**src/rtl/mbox_pkg.sv**
```systemverilog
// Shared types for the mailbox command issue engine.
// Assumes: nothing beyond the standard language.
package mbox_pkg;

    // Completion codes reported with done.
    typedef enum logic [1:0] {
        MB_OK      = 2'd0,
        MB_ERR     = 2'd1,
        MB_TIMEOUT = 2'd2,
        MB_BADMSG  = 2'd3
    } mbox_status_e;

    // Sequencer states.
    typedef enum logic [3:0] {
        S_IDLE,
        S_RD_RSP,
        S_WAIT_RSP,
        S_DELAY,
        S_CLR,
        S_WR_ARG,
        S_WR_MSG,
        S_RD_ARG,
        S_WAIT_ARG,
        S_DONE
    } mbox_state_e;

endpackage

```
**src/rtl/mbox_usec_tick.sv**
```systemverilog
// Microsecond delay timer.
// Counts clock cycles while run is high and pulses tick on the
// CLKS_PER_US-th cycle of a run; the count restarts whenever run is low.
// Assumes: CLKS_PER_US >= 1.
module mbox_usec_tick #(
    parameter int CLKS_PER_US = 100
) (
    input  logic clk,
    input  logic rst_n,
    input  logic run,
    output logic tick
);
    localparam int CW = $clog2(CLKS_PER_US) + 1;

    logic [CW-1:0] cnt_q;

    assign tick = run && (cnt_q == CW'(CLKS_PER_US - 1));

    // Advance the divider while running, restart otherwise.
    always_ff @(posedge clk) begin
        if (!rst_n || !run || tick) begin
            cnt_q <= '0;
        end else begin
            cnt_q <= cnt_q + CW'(1);
        end
    end
endmodule

```
**src/rtl/mbox_poll_budget.sv**
```systemverilog
// Poll budget counter.
// Counts zero-valued response reads in one poll phase; last is high when
// the read now being counted is the final one allowed.
// Assumes: POLL_LIMIT >= 1; clr and inc are never high together.
module mbox_poll_budget #(
    parameter int POLL_LIMIT = 2000
) (
    input  logic clk,
    input  logic rst_n,
    input  logic clr,
    input  logic inc,
    output logic last
);
    localparam int CW = $clog2(POLL_LIMIT) + 1;

    logic [CW-1:0] used_q;

    assign last = (used_q == CW'(POLL_LIMIT - 1));

    // Track how many zero reads this phase has seen.
    always_ff @(posedge clk) begin
        if (!rst_n || clr) begin
            used_q <= '0;
        end else if (inc && !last) begin
            used_q <= used_q + CW'(1);
        end
    end
endmodule

```
**src/rtl/mbox_cmd_engine.sv**
```systemverilog
// Mailbox command issue engine (top).
// Takes one command at a time, checks that the mailbox reports the last
// command as successful, clears the response register, writes argument
// then message, polls for the answer and optionally reads the reply.
// Assumes: a register bus where a write completes in its strobe cycle and
// a read returns data with bus_rvalid in some later cycle.
module mbox_cmd_engine
    import mbox_pkg::*;
#(
    parameter int          MSG_W       = 16,
    parameter int          DATA_W      = 32,
    parameter int          ADDR_W      = 8,
    parameter int          MSG_COUNT   = 64,
    parameter int          POLL_LIMIT  = 2000,
    parameter int          CLKS_PER_US = 100,
    parameter [ADDR_W-1:0] MSG_ADDR    = 8'h42,
    parameter [ADDR_W-1:0] ARG_ADDR    = 8'h52,
    parameter [ADDR_W-1:0] RSP_ADDR    = 8'h5A
) (
    input  logic              clk,
    input  logic              rst_n,
    input  logic              req_valid,
    input  logic [MSG_W-1:0]  req_msg,
    input  logic [DATA_W-1:0] req_param,
    input  logic              req_want_reply,
    output logic              busy,
    output logic              done,
    output logic [1:0]        status,
    output logic [DATA_W-1:0] reply,
    output logic [ADDR_W-1:0] bus_addr,
    output logic [DATA_W-1:0] bus_wdata,
    output logic              bus_we,
    output logic              bus_re,
    input  logic [DATA_W-1:0] bus_rdata,
    input  logic              bus_rvalid
);
    localparam logic [DATA_W-1:0] RSP_PASS = DATA_W'(1);

    mbox_state_e       state_q;
    mbox_status_e      status_q;
    logic [MSG_W-1:0]  msg_q;
    logic [DATA_W-1:0] param_q;
    logic [DATA_W-1:0] reply_q;
    logic              want_q;
    logic              post_q;
    logic              tick;
    logic              poll_last;
    logic              poll_clr;
    logic              poll_inc;
    logic              rsp_zero;

    assign rsp_zero = (bus_rdata == '0);
    assign poll_clr = (state_q == S_IDLE) || (state_q == S_WR_MSG);
    assign poll_inc = (state_q == S_WAIT_RSP) && bus_rvalid && rsp_zero;

    mbox_usec_tick #(.CLKS_PER_US(CLKS_PER_US)) tick_i (
        .clk   (clk),
        .rst_n (rst_n),
        .run   (state_q == S_DELAY),
        .tick  (tick)
    );

    mbox_poll_budget #(.POLL_LIMIT(POLL_LIMIT)) budget_i (
        .clk   (clk),
        .rst_n (rst_n),
        .clr   (poll_clr),
        .inc   (poll_inc),
        .last  (poll_last)
    );

    // Sequence one command from acceptance to completion.
    always_ff @(posedge clk) begin
        if (!rst_n) begin
            state_q  <= S_IDLE;
            status_q <= MB_OK;
            msg_q    <= '0;
            param_q  <= '0;
            reply_q  <= '0;
            want_q   <= 1'b0;
            post_q   <= 1'b0;
        end else begin
            case (state_q)
                S_IDLE: begin
                    if (req_valid) begin
                        msg_q   <= req_msg;
                        param_q <= req_param;
                        want_q  <= req_want_reply;
                        reply_q <= '0;
                        post_q  <= 1'b0;
                        if (32'(req_msg) >= 32'(MSG_COUNT)) begin
                            status_q <= MB_BADMSG;
                            state_q  <= S_DONE;
                        end else begin
                            state_q  <= S_RD_RSP;
                        end
                    end
                end
                S_RD_RSP: state_q <= S_WAIT_RSP;
                S_WAIT_RSP: begin
                    if (bus_rvalid) begin
                        if (!rsp_zero) begin
                            if (bus_rdata != RSP_PASS) begin
                                status_q <= MB_ERR;
                                state_q  <= S_DONE;
                            end else if (!post_q) begin
                                state_q  <= S_CLR;
                            end else if (want_q) begin
                                state_q  <= S_RD_ARG;
                            end else begin
                                status_q <= MB_OK;
                                state_q  <= S_DONE;
                            end
                        end else if (poll_last) begin
                            status_q <= MB_TIMEOUT;
                            state_q  <= S_DONE;
                        end else begin
                            state_q  <= S_DELAY;
                        end
                    end
                end
                S_DELAY:  if (tick) state_q <= S_RD_RSP;
                S_CLR:    state_q <= S_WR_ARG;
                S_WR_ARG: state_q <= S_WR_MSG;
                S_WR_MSG: begin
                    post_q  <= 1'b1;
                    state_q <= S_RD_RSP;
                end
                S_RD_ARG: state_q <= S_WAIT_ARG;
                S_WAIT_ARG: begin
                    if (bus_rvalid) begin
                        reply_q  <= bus_rdata;
                        status_q <= MB_OK;
                        state_q  <= S_DONE;
                    end
                end
                S_DONE:   state_q <= S_IDLE;
                default:  state_q <= S_IDLE;
            endcase
        end
    end

    // Drive bus strobes, address and data from the current state.
    always_comb begin
        bus_we    = 1'b0;
        bus_re    = 1'b0;
        bus_addr  = RSP_ADDR;
        bus_wdata = '0;
        case (state_q)
            S_RD_RSP: bus_re = 1'b1;
            S_CLR:    bus_we = 1'b1;
            S_WR_ARG: begin
                bus_we    = 1'b1;
                bus_addr  = ARG_ADDR;
                bus_wdata = param_q;
            end
            S_WR_MSG: begin
                bus_we    = 1'b1;
                bus_addr  = MSG_ADDR;
                bus_wdata = DATA_W'(msg_q);
            end
            S_RD_ARG: begin
                bus_re    = 1'b1;
                bus_addr  = ARG_ADDR;
            end
            default: ;
        endcase
    end

    assign busy   = (state_q != S_IDLE);
    assign done   = (state_q == S_DONE);
    assign status = status_q;
    assign reply  = reply_q;
endmodule

```
**config.mk**
```make
export PLATFORM = sky130hd
export DESIGN_NAME = mbox_cmd_engine
export DESIGN_NICKNAME = d
export VERILOG_FILES = /design/src/rtl/mbox_pkg.sv /design/src/rtl/mbox_usec_tick.sv /design/src/rtl/mbox_poll_budget.sv /design/src/rtl/mbox_cmd_engine.sv
export SDC_FILE = /design/constraint.sdc
export NUM_CORES = 1
export LEC_CHECK = 0
export BUFFER_PORTS_ARGS = -buffer_cell sky130_fd_sc_hd__buf_2
export CORE_ASPECT_RATIO = 1.4
export CORE_UTILIZATION = 46
export DETAILED_ROUTE_END_ITERATION = 8
export GPL_ROUTABILITY_DRIVEN = 0
export PLACE_DENSITY = 0.83
export SLEW_MARGIN = 20
export SYNTH_ARGS = -nofsm -noshare
export SYNTH_HDL_FRONTEND = slang
export SYNTH_SLANG_ARGS = --single-unit
```
**constraint.sdc**
```tcl
create_clock -name clk -period 1.79 [get_ports clk]
set_input_delay 0.0895 -clock clk [delete_from_list [all_inputs] [get_ports clk]]
set_output_delay 0.0895 -clock clk [all_outputs]
set_load 0.005 [all_outputs]
```
==> summary.md <==
The final worst slack was -73.7 ps; the portion of synthesized cell area occupied by the leading cell type was 42.2%. The total power density per cell area is 1110 nW/um^2, and the number of standard cells in the final layout excluding fillers is 995. The run gives 5330 as the number of global-route vias before repair.

The library cell with the highest instance count after synthesis is sky130_fd_sc_hd__nand2_1. After synthesis, the cell types taking the most area are sky130_fd_sc_hd__dfxtp_1 (42%), sky130_fd_sc_hd__nand2_1 (11%), sky130_fd_sc_hd__a21boi_0 (8.1%). For this block, the routed nets add up to 18100 um of wire. For the max-slew violation count, the log shows 0. The worst hold margin is 1.39 ps, and the post-route minimum period is 1860 ps.

The tool flagged a number of max-cap violations equal to 0. The region available for standard cell placement spans 10900 um^2. The total vias in the final route was 5706; the sum of negative setup slack was -933 ps.

Fraction of the cycle the final worst path needs: 104%. After layout, the design draws a total of 8660 uW. The wire length of the first global-routing pass was 25700 um.

Summing the areas of all xor and xnor instances in the mapped netlist gives 1.37% of the synthesized area. In this run the vertical extent of the chip is 127 um. The post-route netlist has 40.6% of its cells at a drive strength greater than 1. The internal power of the cells totals 5490 uW. The average instance area after synthesis was 8.41 um^2; the part of the total power dissipated in the clock network was 22.7%. Entering global routing, the biggest net connects 91 pins. The synthesized netlist devotes 19.4% of its cell area to compound gates. The checks that failed: negative setup slack. Timing would allow up to 537 MHz. The total CTS buffers was 9. The worst setup path is captured at an output port. For this run, the total global-route usage over all layers was measured as 27.6%.

After synthesis, the share of flip-flops with an asynchronous set or reset is 0%. The category of the worst setup path launch point is a flip-flop. In this run, the number of DRC markers left after iteration 0 of detailed routing was 410. The path category of the worst min-delay check was in -> reg. The multiplexer area fraction after synthesis was 1.39%; the overall overflow remaining after global route was 0. The gate count of the mapped netlist came out at 610.

The signal arrival time at the worst endpoint was 1770 ps. The number of placed instances, taps included, is 911. The largest total area in the synthesized netlist belongs to sky130_fd_sc_hd__dfxtp_1. By count the netlist is led by sky130_fd_sc_hd__nand2_1 (153), sky130_fd_sc_hd__dfxtp_1 (108), sky130_fd_sc_hd__a21boi_0 (55), sky130_fd_sc_hd__nand3_1 (47), sky130_fd_sc_hd__a21boi_1 (27).

The netlist uses 62 different library cells. After synthesis, the largest family of logic cells by area is simple AND/OR/NAND/NOR gates. Required time at the worst-slack endpoint: 1700 ps. In this run the worst path has a maximum fanout of 8.

Yosys printed 0 warnings. Net switching is 36.6% of the power. VDD sags by at most 0.862 mV. In the final routed layout, each cell accounts on average for 18.2 um. The run finished, with violations left. Dividing the detail-routed via count by the number of cells gives 5.73. The number of antenna violations at the first check in global routing is 0. The clock tree synthesis step divided the H-tree into 3 levels. During I/O placement, the number of pins put on the boundary was 163. The later pin in the worst-skew pair is clocked with a latency of 350 ps. CTS placed an instance of sky130_fd_sc_hd__clkbuf_16 at the clock tree root. The count of buffers added on input and output ports is 156. Maximum buffer depth of the clock tree: 2.

Adder-cell share of the synthesized area: 0.488%. Yosys mapped a number of flops with a built-in enable equal to 0. The critical path is of the reg -> out type. In this run the cell area of the synthesized design comes to 5130 um^2.

Of the total synthesized cell area, the portion taken by AND, OR, NAND and NOR gates is 29.6%. The run gives 35.1% as the power share of the sequential group. Compared with the post-synthesis result, the final layout area differs by 51.7%.

The number of hold-slack violations in the final timing report was 0; the standby leakage power was 0.00335 uW. The first detailed-routing pass ran for 6 iterations. After detailed placement, the total cell area comes to 6350 um^2. The run gives 0 as the remaining routing DRC violations. For this run, the register share of the synthesized area comes to 42.2%. Summed over all nets, the half-perimeter wirelength after detailed placement is 9710 um. Across all register-to-register paths, the minimum setup slack is -50 ps. The analysis attributes to net switching a power of 3170 uW.

The final non-filler cell area came out at 7780 um^2. TritonCTS built the clock tree. The floorplan step defined a die boundary enclosing 11600 um^2.

Once the floorplan was initialized, standard cells occupied 47.2% of the core. Per report_power, the combinational group accounts for 42.1% of the total. After clock tree synthesis, the clock-pin slew on the worst setup and hold paths is 80 ps.

Site row count: 45. The dominant synthesized flop cell is sky130_fd_sc_hd__dfxtp_1. Measured along the x axis, the die boundary spans 91.2 um.

The tools report the worst clock skew on the final layout as 11.6 ps. 0 antenna diodes ended up in the layout. For the final count of negative-setup-slack endpoints, the log shows 40. Counting flops and latches in the post-synthesis netlist gives 108. For this run, the post-layout net count is 936. Setup repair after global routing could not meet its margin everywhere. The tree built by TritonCTS fans out to 108 sinks.

Once detail routing completed, the nets flagged for antenna violations numbered 0.
[worst max-delay path: stages, from the launching register on]
cell                      delay (ps)
sky130_fd_sc_hd__dfxtp_4         370
sky130_fd_sc_hd__buf_12          130
sky130_fd_sc_hd__inv_2            80
sky130_fd_sc_hd__nand2_2          90
sky130_fd_sc_hd__nor2_4          180
sky130_fd_sc_hd__and2_4          250
sky130_fd_sc_hd__a22o_1          190
sky130_fd_sc_hd__buf_2           140
[cells by family (layout without fill, tap and decap cells)]
kind of cell | after synthesis | in the layout
flip-flops | 108 | 108
multiplexers | 7 | 7
AND/OR/NAND/NOR | 299 | 300
adder cells (fa/ha/maj) | 2 | 2
other | 2 | 6
XOR/XNOR | 8 | 8
AO/OA/AOI/OAI | 131 | 132
buffers and inverters | 53 | 291
[what timing repair did]
action	4_1_cts	5_1_grt
endpoints found under the setup margin	74	127
hold endpoints to repair	47	0
hold buffers	47	0
gates resized for setup	25	129
cloned	4	6
pin swaps	6	33
buffers inserted	5	6
[area by class of cell]
| type | count | area (um^2) |
|---|---|---|
| Multi-Input combinational cell | 455 | 3090 |
| Fill cell | 702 | 3090 |
| Sequential cell | 108 | 2170 |
| Timing Repair Buffer | 270 | 2040 |
| Clock buffer | 11 | 243 |
| Tap cell | 141 | 176 |
| Clock inverter | 5 | 42.5 |
| Inverter | 5 | 18.8 |
[registers in the layout (all words and copies together), names as in the netlist]
name / flops
budget_i.used_q: 12
msg_q: 16
param_q: 32
post_q: 1
reply: 32
state_q: 4
status: 2
tick_i.cnt_q: 8
want_q: 1
[routing by layer]
metal	up-vias	GRT usage [%]	wire (um)
li1	2601	-	-
met1	2711	31.9	6670
met2	314	48.0	9380
met3	80	5.76	1290
met4	0	14.2	772
met5	-	0	0
[final timing paths]
check           startpoint           end  depth (start not counted)
min          bus_rdata[28]     reply[28]                          3
max reg2reg     state_q[3]    param_q[7]                          6
max             state_q[3]  bus_wdata[8]                          7
min reg2reg    param_q[16]   param_q[16]                          2
[power by group through the flow]
stage / clock network (uW) / registers [uW] / logic, uW
3_3_place_gp: 0 / 3010 / 2570
5_1_grt: 2080 / 3070 / 3880
6_report: 1970 / 3040 / 3650
4_1_cts: 1960 / 2980 / 2940
2_1_floorplan: 0 / 2970 / 1540
3_5_place_dp: 0 / 3020 / 2600
[per-stage QoR]
| stage | utilization, % | worst slack [ps] |
|---|---|---|
| 2_1_floorplan | - | 18.9 |
| 3_3_place_gp | 58.4 | -58.4 |
| 3_5_place_dp | 58.4 | -97.0 |
| 4_1_cts | 67.0 | -20.2 |
| 5_1_grt | 71.6 | -137 |
| 6_report | 71.6 | -73.7 |
[cells in the final DEF (no fill, tap or decap), drive strengths merged, types with 3 or more instances in the layout]
cell and n:
a21boi 84, a21oi 10, a22o 16, and3 25
buf 218, clkbuf 15, clkinvlp 3, conb 6
dfxtp 108, dlygate4sd3 47, inv 7, mux2i 6
nand2 153, nand2b 6, nand3 48, nand4 9
nor2 21, nor3 8, nor4 10, o21ai 7
o31ai 3, or4 3, xnor2 5, xor2 3
Power figures use the tool's default switching activity.
